File: config.mk
export PLATFORM = sky130hd
export DESIGN_NAME = rowdisp_top
export DESIGN_NICKNAME = d
export VERILOG_FILES = /design/src/rtl/rowdisp_pkg.sv /design/src/rtl/rowdisp_ctrl.sv /design/src/rtl/rowdisp_datapath.sv /design/src/rtl/rowdisp_top.sv
export SDC_FILE = /design/constraint.sdc
export NUM_CORES = 2
export LEC_CHECK = 0
export CAP_MARGIN = 30
export CORE_MARGIN = 2
export CORE_UTILIZATION = 50
export CTS_BUF_LIST = sky130_fd_sc_hd__clkbuf_2
export DETAILED_ROUTE_END_ITERATION = 8
export PLACE_DENSITY = 0.83
export SLEW_MARGIN = 20
export SYNTH_ARGS = -nofsm -noshare
export SYNTH_HDL_FRONTEND = slang
export SYNTH_HIERARCHICAL = 1
export SYNTH_SLANG_ARGS = --single-unit
File: constraint.sdc
create_clock -name clk -period 17.8 [get_ports clk]
set_clock_uncertainty 0.1 [all_clocks]
set_input_delay 3.56 -clock clk [delete_from_list [all_inputs] [get_ports clk]]
set_output_delay 3.56 -clock clk [all_outputs]
set_load 0.02 [all_outputs]
File: src/rtl/rowdisp_pkg.sv
package rowdisp_pkg;
  typedef struct packed {
    logic accWe;     // add selected return beat into its column slot
    logic emit;      // emit slot at scan index and clear it
    logic emitEmpty; // emit the empty-row marker beat
  } ctrlStrobe_t;
endpackage

File: src/rtl/rowdisp_ctrl.sv
module rowdisp_ctrl
  import rowdisp_pkg::*;
#(
  parameter int NPE     = 4,
  parameter int NCOLS   = 16,
  parameter int NNZ_MAX = 64,
  localparam int SW     = $clog2(NPE),
  localparam int CXW    = $clog2(NCOLS)
) (
  input  logic             clk,
  input  logic             rstN,
  input  logic             aValid,
  input  logic             aLast,
  output logic             aReady,
  input  logic [NPE-1:0]   peFree,
  output logic [NPE-1:0]   peIssue,
  input  logic [NPE-1:0]   peOutValid,
  input  logic [NPE-1:0]   peOutEnd,
  output logic [NPE-1:0]   peOutReady,
  output logic [SW-1:0]    retSel,
  output logic [CXW-1:0]   scanIdx,
  input  logic             anyPresent,
  input  logic             presentHere,
  input  logic             lastHere,
  output ctrlStrobe_t      strobe
);
  localparam int CW = $clog2(NNZ_MAX + 1);

  typedef enum logic {ST_GATHER, ST_SCAN} state_t;

  state_t        state;
  logic [SW-1:0] issPtr, retPtr, issIdx, retIdx;
  logic [CW-1:0] issuedCnt, endCnt;
  logic          lastSeen, inGather, issueFire, retFire, retIsEnd, rowDone, scanEnd;

  function automatic logic [SW-1:0] rrPick(input logic [NPE-1:0] req, input logic [SW-1:0] last);
    logic [SW-1:0] pick;
    logic found;
    pick  = last;
    found = 1'b0;
    for (int i = 1; i <= NPE; i++) begin
      int j;
      j = (int'(last) + i) % NPE;
      if (!found && req[j]) begin
        pick  = SW'(j);
        found = 1'b1;
      end
    end
    return pick;
  endfunction

  always_comb begin
    issIdx     = rrPick(peFree, issPtr);
    retIdx     = rrPick(peOutValid, retPtr);
    inGather   = (state == ST_GATHER);
    aReady     = inGather && !lastSeen && (|peFree);
    issueFire  = aValid && aReady;
    peIssue    = issueFire ? (NPE'(1) << issIdx) : '0;
    retFire    = inGather && (|peOutValid);
    peOutReady = retFire ? (NPE'(1) << retIdx) : '0;
    retSel     = retIdx;
    retIsEnd   = peOutEnd[retIdx];
    rowDone    = inGather && lastSeen && (issuedCnt == endCnt);
    strobe.accWe     = retFire && !retIsEnd;
    strobe.emitEmpty = (state == ST_SCAN) && !anyPresent;
    strobe.emit      = (state == ST_SCAN) && anyPresent && presentHere;
    scanEnd          = strobe.emitEmpty || (strobe.emit && lastHere);
  end

  always_ff @(posedge clk) begin
    if (!rstN) begin
      state     <= ST_GATHER;
      issPtr    <= SW'(NPE - 1);
      retPtr    <= SW'(NPE - 1);
      issuedCnt <= '0;
      endCnt    <= '0;
      lastSeen  <= 1'b0;
      scanIdx   <= '0;
    end else if (inGather) begin
      if (issueFire) begin
        issPtr    <= issIdx;
        issuedCnt <= issuedCnt + CW'(1);
        if (aLast) lastSeen <= 1'b1;
      end
      if (retFire) begin
        retPtr <= retIdx;
        if (retIsEnd) endCnt <= endCnt + CW'(1);
      end
      if (rowDone) begin
        state   <= ST_SCAN;
        scanIdx <= '0;
      end
    end else begin
      if (scanEnd) begin
        state     <= ST_GATHER;
        issuedCnt <= '0;
        endCnt    <= '0;
        lastSeen  <= 1'b0;
      end else begin
        scanIdx <= scanIdx + CXW'(1);
      end
    end
  end

  AST_ISSUE_ONEHOT: assert property (@(posedge clk) disable iff (!rstN) $onehot0(peIssue));
  AST_GRANT_ONEHOT: assert property (@(posedge clk) disable iff (!rstN) $onehot0(peOutReady));
  AST_ENDS_BOUNDED: assert property (@(posedge clk) disable iff (!rstN) endCnt <= issuedCnt);
  AST_SCAN_QUIET: assert property (@(posedge clk) disable iff (!rstN)
    (state == ST_SCAN) |-> (peOutValid == '0));
endmodule

File: src/rtl/rowdisp_datapath.sv
module rowdisp_datapath
  import rowdisp_pkg::*;
#(
  parameter int NPE   = 4,
  parameter int VW    = 32,
  parameter int IW    = 32,
  parameter int NCOLS = 16,
  localparam int SW   = $clog2(NPE),
  localparam int CXW  = $clog2(NCOLS)
) (
  input  logic              clk,
  input  logic              rstN,
  input  ctrlStrobe_t       strobe,
  input  logic [SW-1:0]     retSel,
  input  logic [CXW-1:0]    scanIdx,
  input  logic [NPE*IW-1:0] peOutCol,
  input  logic [NPE*VW-1:0] peOutVal,
  output logic              anyPresent,
  output logic              presentHere,
  output logic              lastHere,
  output logic              outValid,
  output logic [IW-1:0]     outCol,
  output logic [VW-1:0]     outVal,
  output logic              outLast,
  output logic              outEmpty
);
  logic [VW-1:0]    accMem [NCOLS];
  logic [NCOLS-1:0] present, aboveMask;
  logic [IW-1:0]    selCol;
  logic [VW-1:0]    selVal;
  logic [CXW-1:0]   accIdx;

  always_comb begin
    selCol = peOutCol[retSel*IW +: IW];
    selVal = peOutVal[retSel*VW +: VW];
    accIdx = selCol[CXW-1:0];
    for (int i = 0; i < NCOLS; i++) aboveMask[i] = (i > int'(scanIdx));
    anyPresent  = |present;
    presentHere = present[scanIdx];
    lastHere    = presentHere && !(|(present & aboveMask));
  end

  for (genvar c = 0; c < NCOLS; c++) begin : g_slot
    always_ff @(posedge clk) begin
      if (!rstN) begin
        present[c] <= 1'b0;
        accMem[c]  <= '0;
      end else if (strobe.accWe && accIdx == CXW'(c)) begin
        accMem[c]  <= present[c] ? accMem[c] + selVal : selVal;
        present[c] <= 1'b1;
      end else if (strobe.emit && scanIdx == CXW'(c)) begin
        present[c] <= 1'b0;
      end
    end
  end

  always_ff @(posedge clk) begin
    if (!rstN) begin
      outValid <= 1'b0;
      outCol   <= '0;
      outVal   <= '0;
      outLast  <= 1'b0;
      outEmpty <= 1'b0;
    end else begin
      outValid <= strobe.emit || strobe.emitEmpty;
      outCol   <= strobe.emit ? {{(IW-CXW){1'b0}}, scanIdx} : '0;
      outVal   <= strobe.emit ? accMem[scanIdx] : '0;
      outLast  <= strobe.emit ? lastHere : strobe.emitEmpty;
      outEmpty <= strobe.emitEmpty;
    end
  end

  // ordering monitor for the output stream
  logic          inRow;
  logic [IW-1:0] prevCol;
  always_ff @(posedge clk) begin
    if (!rstN) begin
      inRow   <= 1'b0;
      prevCol <= '0;
    end else if (outValid) begin
      inRow   <= !outLast;
      prevCol <= outCol;
    end
  end

  AST_COL_IN_RANGE: assert property (@(posedge clk) disable iff (!rstN)
    strobe.accWe |-> (selCol < IW'(NCOLS)));
  AST_ASCENDING: assert property (@(posedge clk) disable iff (!rstN)
    (outValid && inRow) |-> (outCol > prevCol));
  AST_EMPTY_ALONE: assert property (@(posedge clk) disable iff (!rstN)
    (outValid && inRow) |-> !outEmpty);
endmodule

File: src/rtl/rowdisp_top.sv
module rowdisp_top
  import rowdisp_pkg::*;
#(
  parameter int NPE     = 4,
  parameter int VW      = 32,
  parameter int IW      = 32,
  parameter int NCOLS   = 16,
  parameter int NNZ_MAX = 64
) (
  input  logic              clk,
  input  logic              rstN,
  input  logic              aValid,
  output logic              aReady,
  input  logic [IW-1:0]     aCol,
  input  logic [VW-1:0]     aVal,
  input  logic              aLast,
  input  logic [NPE-1:0]    peFree,
  output logic [NPE-1:0]    peIssue,
  output logic [IW-1:0]     issueRow,
  output logic [VW-1:0]     issueVal,
  input  logic [NPE-1:0]    peOutValid,
  output logic [NPE-1:0]    peOutReady,
  input  logic [NPE*IW-1:0] peOutCol,
  input  logic [NPE*VW-1:0] peOutVal,
  input  logic [NPE-1:0]    peOutEnd,
  output logic              outValid,
  output logic [IW-1:0]     outCol,
  output logic [VW-1:0]     outVal,
  output logic              outLast,
  output logic              outEmpty
);
  localparam int SW  = $clog2(NPE);
  localparam int CXW = $clog2(NCOLS);

  ctrlStrobe_t    strobe;
  logic [SW-1:0]  retSel;
  logic [CXW-1:0] scanIdx;
  logic           anyPresent, presentHere, lastHere;

  assign issueRow = aCol;
  assign issueVal = aVal;

  rowdisp_ctrl #(.NPE(NPE), .NCOLS(NCOLS), .NNZ_MAX(NNZ_MAX)) u_ctrl (
    .clk(clk), .rstN(rstN), .aValid(aValid), .aLast(aLast), .aReady(aReady),
    .peFree(peFree), .peIssue(peIssue), .peOutValid(peOutValid), .peOutEnd(peOutEnd),
    .peOutReady(peOutReady), .retSel(retSel), .scanIdx(scanIdx),
    .anyPresent(anyPresent), .presentHere(presentHere), .lastHere(lastHere), .strobe(strobe)
  );

  rowdisp_datapath #(.NPE(NPE), .VW(VW), .IW(IW), .NCOLS(NCOLS)) u_dp (
    .clk(clk), .rstN(rstN), .strobe(strobe), .retSel(retSel), .scanIdx(scanIdx),
    .peOutCol(peOutCol), .peOutVal(peOutVal), .anyPresent(anyPresent),
    .presentHere(presentHere), .lastHere(lastHere), .outValid(outValid),
    .outCol(outCol), .outVal(outVal), .outLast(outLast), .outEmpty(outEmpty)
  );
endmodule

* After elaboration in Yosys (flattened, before gate mapping)
Memory sizes are Yosys's and may differ from the RTL's. A register that Yosys moved wholly into a read port is not among the register bits.
Cells that the tools add are included.
** Operators by class
- Bitwise gates (word level) :: 26
- Equal/unequal tests :: 33
- Reductions and logical operators :: 105
- Magnitude comparators :: 25
- Muxes and demuxes :: 174
- Multipliers :: 0
- Divide/modulo/power cells :: 0
- Shift operators :: 4
- Add/subtract/negate cells :: 27
** Operators with widths (number)
- 32-bit two-way mux :: 32
- 32-bit adder :: 16
- 128-bit by 8-bit variable part select with 32-bit output :: 1
- 128-bit by 8-bit variable part select with 4-bit output :: 1
- 1-bit two-way mux :: 113
- 4-bit == test (second input constant) :: 16
- 1-bit logical AND :: 50
- 7-bit two-way mux :: 6
- 2-bit nonzero test :: 21
- 4-bit by 3-bit == test with 1-bit output (second input constant) :: 8
- 4-bit > comparator (first input constant) :: 8
- 3-bit by 4-bit < comparator with 1-bit output (second input constant) :: 8
- 16-bit OR reduction :: 2
- 4-bit two-way mux :: 5
- 1-bit binary-select mux with 2-bit select :: 9
- 16-bit AND :: 1
- 4-bit by 2-bit == test with 1-bit output (second input constant) :: 4
- 3-bit by 4-bit > comparator with 1-bit output (first input constant) :: 4
- 2-bit two-way mux :: 8
- 1-bit OR :: 16
- 2-bit OR reduction :: 8
- 7-bit by 1-bit adder with 7-bit output (second input constant) :: 2
- 1-bit zero test :: 11
- 2-bit AND reduction :: 5
- other kinds (18) :: 39
** Storage, ports and cells
- Register bits :: 75
- RAM bits :: 512
- ROM bits :: 0
- Output and inout port bits :: 140
- Word-level logic and storage cells :: 423
- Bits in latches :: 0
- Input bits :: 336
- Memories kept :: 1
** Memory list
- u_dp.accMem :: depth 16, bits a word 32, rd ports 17, clocked after Yosys merged registers in 1, write ports 16, line rowdisp_datapath.sv:27 : logic [VW-1:0] accMem [NCOLS];

* Depth between registers and ports, before layout
- Word-level depth :: 25
- Mapped depth :: 22
- Mapped depth without buffers :: 18

* Hierarchy
The synthesis kept the hierarchy.
** By module, submodules not included
- rowdisp_datapath :: cells each 5656, seq. area each 16475.8 um^2, area each 53577.6 um^2, times used 1
- rowdisp_ctrl :: cells each 186, seq. area each 480.5 um^2, area each 1486.4 um^2, times used 1
- rowdisp_top :: cells each 64, seq. area each 0.0 um^2, area each 480.5 um^2, times used 1

* Worst setup path after synthesis
Ideal clock, no wire load.
- Path kind :: input -> register
- Start point :: input peOutValid[0]
- End point :: memory u_dp.accMem[15][28], data pin
- Required time :: 17.434 ns
- Stages :: 20
- Library setup time :: 0.266 ns
- Arrival time :: 8.875 ns
- Buffers on the path :: 3
- Path slack :: 8.559 ns
- Cells stage by stage :: nand2b_1 > a21oi_1 > nor3_1 > inv_1 > buf_2 > buf_2 > mux4_2 > buf_1 > fa_1 > a21o_1 > a21o_1 > a211oi_1 > nor2_1 > a2111oi_2 > o21ai_1 > a31oi_1 > nor3_1 > or4_1 > a31oi_1 > nor2_1
** RTL lines
- from (decl) :: line rowdisp_top.sv:21 : input logic [NPE-1:0] peOutValid,
- to (decl) :: line rowdisp_datapath.sv:27

* Worst setup path after layout
- Start point :: input peFree[3]
- End point :: output peIssue[1]
** Between the ends
- Word-level cells in the longest chain between the ends :: 15
- Elaborated cells on any way between the ends :: 30
- Those cells by class :: shift: 1; mux: 20; reduce/logical: 9
** RTL lines
- from (decl) :: line rowdisp_top.sv:17 : input logic [NPE-1:0] peFree,
- 1-bit binary-select mux with 2-bit select :: line rowdisp_ctrl.sv:44 : if (!found && req[j]) begin
- 1-bit two-way mux (implied by the code) (2 in a row) :: line rowdisp_ctrl.sv:44
- 1-bit two-way mux :: line rowdisp_ctrl.sv:44
- 1-bit zero test :: line rowdisp_ctrl.sv:44
- 1-bit logical AND :: line rowdisp_ctrl.sv:44
- 1-bit two-way mux :: line rowdisp_ctrl.sv:44
- 1-bit zero test :: line rowdisp_ctrl.sv:44
- 1-bit logical AND :: line rowdisp_ctrl.sv:44
- 1-bit two-way mux :: line rowdisp_ctrl.sv:44
- 1-bit zero test :: line rowdisp_ctrl.sv:44
- 1-bit logical AND :: line rowdisp_ctrl.sv:44
- 2-bit two-way mux :: line rowdisp_ctrl.sv:44
- 1-bit by 2-bit << shifter with 4-bit output :: line rowdisp_ctrl.sv:58 : peIssue = issueFire ? (NPE'(1) << issIdx) : '0;
- 4-bit two-way mux (*) :: line rowdisp_ctrl.sv:58
- to (decl) :: line rowdisp_top.sv:18 : output logic [NPE-1:0] peIssue,
Every way passes the cells marked *; elsewhere a longest branch is shown, timed or not. The select of a mux whose other input is x is not followed.

==> impl.org <==
** Critical path
- Along the worst path, the maximum fanout reaches 8.
- The worst setup path is captured at a primary output.
- STA puts the critical path data required time at 14.14 ns.
- Peak per-stage delay on the critical path :: 0.67 ns
- STA classifies the critical path startpoint as an input pin.
- The kind of cell with the highest combined delay along the critical path is simple AND/OR/NAND/NOR gates.
- Crit path max-delay cell type :: sky130_fd_sc_hd__or4b_1
- Counting both buffers and inverters, the worst setup path holds a total of 2.
- Crit path cell chain :: clkdlybuf4s50_1, nor4_1, or4b_1, or2_2, nor2_1, clkdlybuf4s50_1
- Data arrival time of the critical path :: 5.95 ns
- Critical path type :: input pin to primary output
- The cell that appears most often on the critical path is sky130_fd_sc_hd__clkdlybuf4s50_1.

** Timing
- Setup total negative slack on the finished layout was measured at 0 ns.
- Final worst path period share :: 0.540
- Minimum period implied by the final worst setup slack :: 9.61 ns
- Final number of hold-violating endpoints :: 0
- The max-slew violation count was 0.
- Setup repair after global routing left no endpoint under its margin.
- Static timing analysis puts the maximum clock frequency at 104 MHz.
- At the pin with the least slew margin, the transition time is 1.04 ns.
- Slew margin rel. :: 0.306
- Setup violations remaining at the end of the flow were counted as 0.

** Finish
- In the final layout, flip-flops and latches occupy 17000 sq um.
- Area taken by multi-input logic gates :: 36600 sq um
- Area growth syn-to-layout :: 8.84%
- After the flow finishes, the layout carries non-filler instances totaling 7663.
- The final layout contains 6875 nets.
- Of the cells placed in the final design, the portion with a size suffix greater than 1 is 0.108.
- Fill count :: 9567

** Die
- Horizontal extent of the die :: 337 microns
- The floorplan step defined a die boundary enclosing 114000 sq um.
- Row Count :: 122
- 476 I/O pins were placed.
- Floorplan core area :: 110000 sq um
- Die boundary height :: 337 microns
- The initial utilization of the core area, before any placement, comes to 0.503.

** Route
- Total Routed Length :: 179000 microns
- Dividing the detail-routed wire length by the instance count gives 23.3 microns.
- DR vias :: 49792
- Antenna violation net count after detailed routing :: 0
- For this run, design rule violations remaining after detail routing come to 0.
- The first TritonRoute pass finished after 8 iterations.
- Detailed Route Iter0 Violations :: 5448
- Vias per cell :: 6.50

** GRT
- The initial antenna violation count is 17.
- For this run the aggregate overflow at the end of global routing stands at 0.
- The first global-routing pass estimated 270000 microns of wire.
- Pin count of the biggest net entering global routing :: 108
- Vias in the first global route :: 48468
- Global-route usage over all layers :: 0.306

** Yosys
- Dominant cell type by area after synthesis :: sky130_fd_sc_hd__edfxtp_1
- Number of warnings issued by yosys :: 6
- Synth unique cells :: 95
- Most instantiated flip-flop cell in the synthesis netlist :: sky130_fd_sc_hd__edfxtp_1
- Syn Std Cell Area :: 55500 sq um
- Of the synthesized area, sequential elements account for 0.305.
- Of all flip-flops after synthesis, the portion carrying an async set or reset was 0.
- Counting flops and latches in the post-synthesis netlist gives 591.
- Share of the synthesized area in the top cell type :: 0.277
- Post-synth EDFFs :: 512
- Mean instance size in the synthesized netlist :: 9.40 sq um
- Ranked by total cell area, the synthesized netlist is headed by sky130_fd_sc_hd__edfxtp_1 28%, sky130_fd_sc_hd__ha_1 11%, sky130_fd_sc_hd__mux4_2 8.0%.
- Syn Inst Count :: 5906

** CTS
- Hold buffers post-CTS :: 0
- The clock tree synthesis step divided the H-tree into 4 levels.
- No sink is reached through more buffers than the 3 on the longest clock path.
- Number of clock buffers inserted by TritonCTS :: 173
- Post-CTS timing repair inserted 0 buffers for setup.
- CTS tree :: yes
- Gates resized during post-CTS repair numbered 0.
- The tree built by TritonCTS fans out to 591 sinks.
- Clk slew on worst S/H paths :: 0.09 ns
- Clock latency on the worst-skew pair :: 1.55 ns
- Buffer cell driving the clock tree root :: sky130_fd_sc_hd__clkbuf_2

** Run status
- The run finished with clean final reports.

** Power
- Ratio of total power to cell area :: 117 nW/um^2
- Leakage :: 25.2 nW
- Max VDD drop :: 0.000105 V

** Placed design
- Once placement completed, the tool counted placed cells totaling 7334.
- At the end of routability-driven placement, the weighted congestion stood at 0.990.
- After legalization and detailed placement, the total HPWL measured 133000 microns.
- The count of buffers added on input and output ports is 207.

** Job
- Max cap viols :: 0

** Hold path
- In this run the worst hold path is classified as flop to flop.
-- registers in the layout, indices dropped and copies added, names as in the netlist --
name / flops
u_ctrl/endCnt: 7
u_ctrl/issPtr: 2
u_ctrl/issuedCnt: 7
u_ctrl/lastSeen: 1
u_ctrl/retPtr: 2
u_ctrl/scanIdx: 4
u_ctrl/state: 1
u_dp/accMem: 512
u_dp/outCol: 4
u_dp/outEmpty: 1
u_dp/outLast: 1
u_dp/outVal: 32
u_dp/outValid: 1
u_dp/present: 16
-- synthesized netlist by cell type (12+ instances only) --
cell                       count
sky130_fd_sc_hd__nand4_1      57
sky130_fd_sc_hd__a211o_1      16
sky130_fd_sc_hd__buf_4        92
sky130_fd_sc_hd__nor4_1       20
sky130_fd_sc_hd__a41oi_1      16
sky130_fd_sc_hd__a31oi_1      49
sky130_fd_sc_hd__a211oi_1     86
sky130_fd_sc_hd__clkbuf_1    206
sky130_fd_sc_hd__nor3_1       73
sky130_fd_sc_hd__inv_1       122
sky130_fd_sc_hd__nand2b_1     64
sky130_fd_sc_hd__o21a_1       49
sky130_fd_sc_hd__dfxtp_1      79
sky130_fd_sc_hd__fa_1         16
sky130_fd_sc_hd__or2_2        30
sky130_fd_sc_hd__a21o_1      313
sky130_fd_sc_hd__a31o_2       12
sky130_fd_sc_hd__nand3b_1     15
sky130_fd_sc_hd__o22ai_1      23
sky130_fd_sc_hd__xnor2_1     281
sky130_fd_sc_hd__o21ai_0     237
sky130_fd_sc_hd__o31ai_1      25
sky130_fd_sc_hd__xor2_1      169
sky130_fd_sc_hd__a221oi_1     12
sky130_fd_sc_hd__nor2b_1      52
sky130_fd_sc_hd__a21oi_1     539
sky130_fd_sc_hd__ha_1        499
sky130_fd_sc_hd__nand2_1     461
sky130_fd_sc_hd__mux2i_1     292
sky130_fd_sc_hd__or3_1        37
sky130_fd_sc_hd__o21bai_1     60
sky130_fd_sc_hd__edfxtp_1    512
sky130_fd_sc_hd__and3_1       88
sky130_fd_sc_hd__nor2_1      648
sky130_fd_sc_hd__and2_1       22
sky130_fd_sc_hd__o311ai_0     14
sky130_fd_sc_hd__mux4_2      198
sky130_fd_sc_hd__buf_1        67
sky130_fd_sc_hd__nand3_1     132
sky130_fd_sc_hd__o211ai_1     32
-- metal layers --
metal  track usage  wire [microns]
met2         0.493           80900
met4         0.159            8940
met1         0.388           68300
met5             0              16
met3        0.0621           20600
-- stage by stage --
stage | util | total power [mW] | setup WS, ns | area, sq um | hold WS (ns)
6_report | 0.548 | 7.08 | 8.19 | 60500 | 0.415
5_1_grt | 0.548 | 7.51 | 8.06 | 60400 | 0.457
4_1_cts | 0.547 | 6.97 | 8.17 | 60400 | 0.424
3_5_place_dp | 0.532 | 5.81 | 7.26 | 58700 | 0.409
3_3_place_gp | 0.531 | 5.68 | 7.35 | 58600 | 0.386
2_1_floorplan | - | 4.85 | 8.56 | 55600 | 0.366
-- final timing paths --
kind                                      start                          endpoint  slack (ns)  cells past startpoint
setup / recovery                      peFree[3]                        peIssue[1]        8.19                      6
hold / removal    u_ctrl/endCnt[6]$_SDFFE_PN0P_     u_ctrl/endCnt[6]$_SDFFE_PN0P_        0.42                      2
setup reg to reg  u_ctrl/retPtr[1]$_SDFFE_PN1P_  u_dp/accMem[1][28]$_SDFFCE_PN0P_       10.62                     19
hold reg to reg   u_ctrl/endCnt[6]$_SDFFE_PN0P_     u_ctrl/endCnt[6]$_SDFFE_PN0P_        0.42                      2
-- kinds of logic (layout without fill, tap and decap cells) --
group | count (synthesis) | count (layout) | share of synthesized area
AOI/OAI and AO/OA | 1607 | 1607 | 0.187
xor gates and xnor gates | 450 | 450 | 0.0710
adders and majority gates | 515 | 515 | 0.118
buffers and inverters | 502 | 735 | 0.0406
DFF | 591 | 591 | 0.305
muxes | 496 | 496 | 0.134
other | 1 | 37 | 0.0000675
and+or+nand+nor | 1744 | 1744 | 0.144
-- cell usage in the layout, fill, tap and decap left out, types with 73 or more instances in the layout --
cell type                         count
sky130_fd_sc_hd__buf_4               75
sky130_fd_sc_hd__a21oi_1            539
sky130_fd_sc_hd__clkbuf_2           264
sky130_fd_sc_hd__xor2_1             169
sky130_fd_sc_hd__a211oi_1            86
sky130_fd_sc_hd__edfxtp_1           512
sky130_fd_sc_hd__nor3_1              73
sky130_fd_sc_hd__inv_1              121
sky130_fd_sc_hd__clkdlybuf4s50_1    206
sky130_fd_sc_hd__and3_1              88
sky130_fd_sc_hd__nor2_1             648
sky130_fd_sc_hd__mux2i_1            292
sky130_fd_sc_hd__xnor2_1            281
sky130_fd_sc_hd__mux4_2             198
sky130_fd_sc_hd__ha_1               499
sky130_fd_sc_hd__o21ai_0            219
sky130_fd_sc_hd__a21o_1             313
sky130_fd_sc_hd__nand2_1            461
sky130_fd_sc_hd__nand3_1            132
-- worst min-delay path: cells and delay by family (launching register included) --
| family | cells | cell delay, ns |
|---|---|---|
| flip-flops | 1 | 0.34 |
| AND/OR/NAND/NOR | 1 | 0.07 |
| multiplexers | 1 | 0.06 |
-- power by group --
group          internal (mW)  switching (mW)
clock                  0.466           0.675
combinational           1.68            2.53
sequential              1.63          0.0956
-- final cells by class --
cell class / instances / area share
clock inverter: 54 / 0.00575
inverter: 127 / 0.00791
sequential: 591 / 0.281
clock buffer: 263 / 0.0218
antenna: 9 / 0.000373
multi-input combinational: 4840 / 0.606
tap: 1488 / 0.0308
timing repair buffer: 291 / 0.0469
No activity file was read; power rests on OpenSTA's default activity.
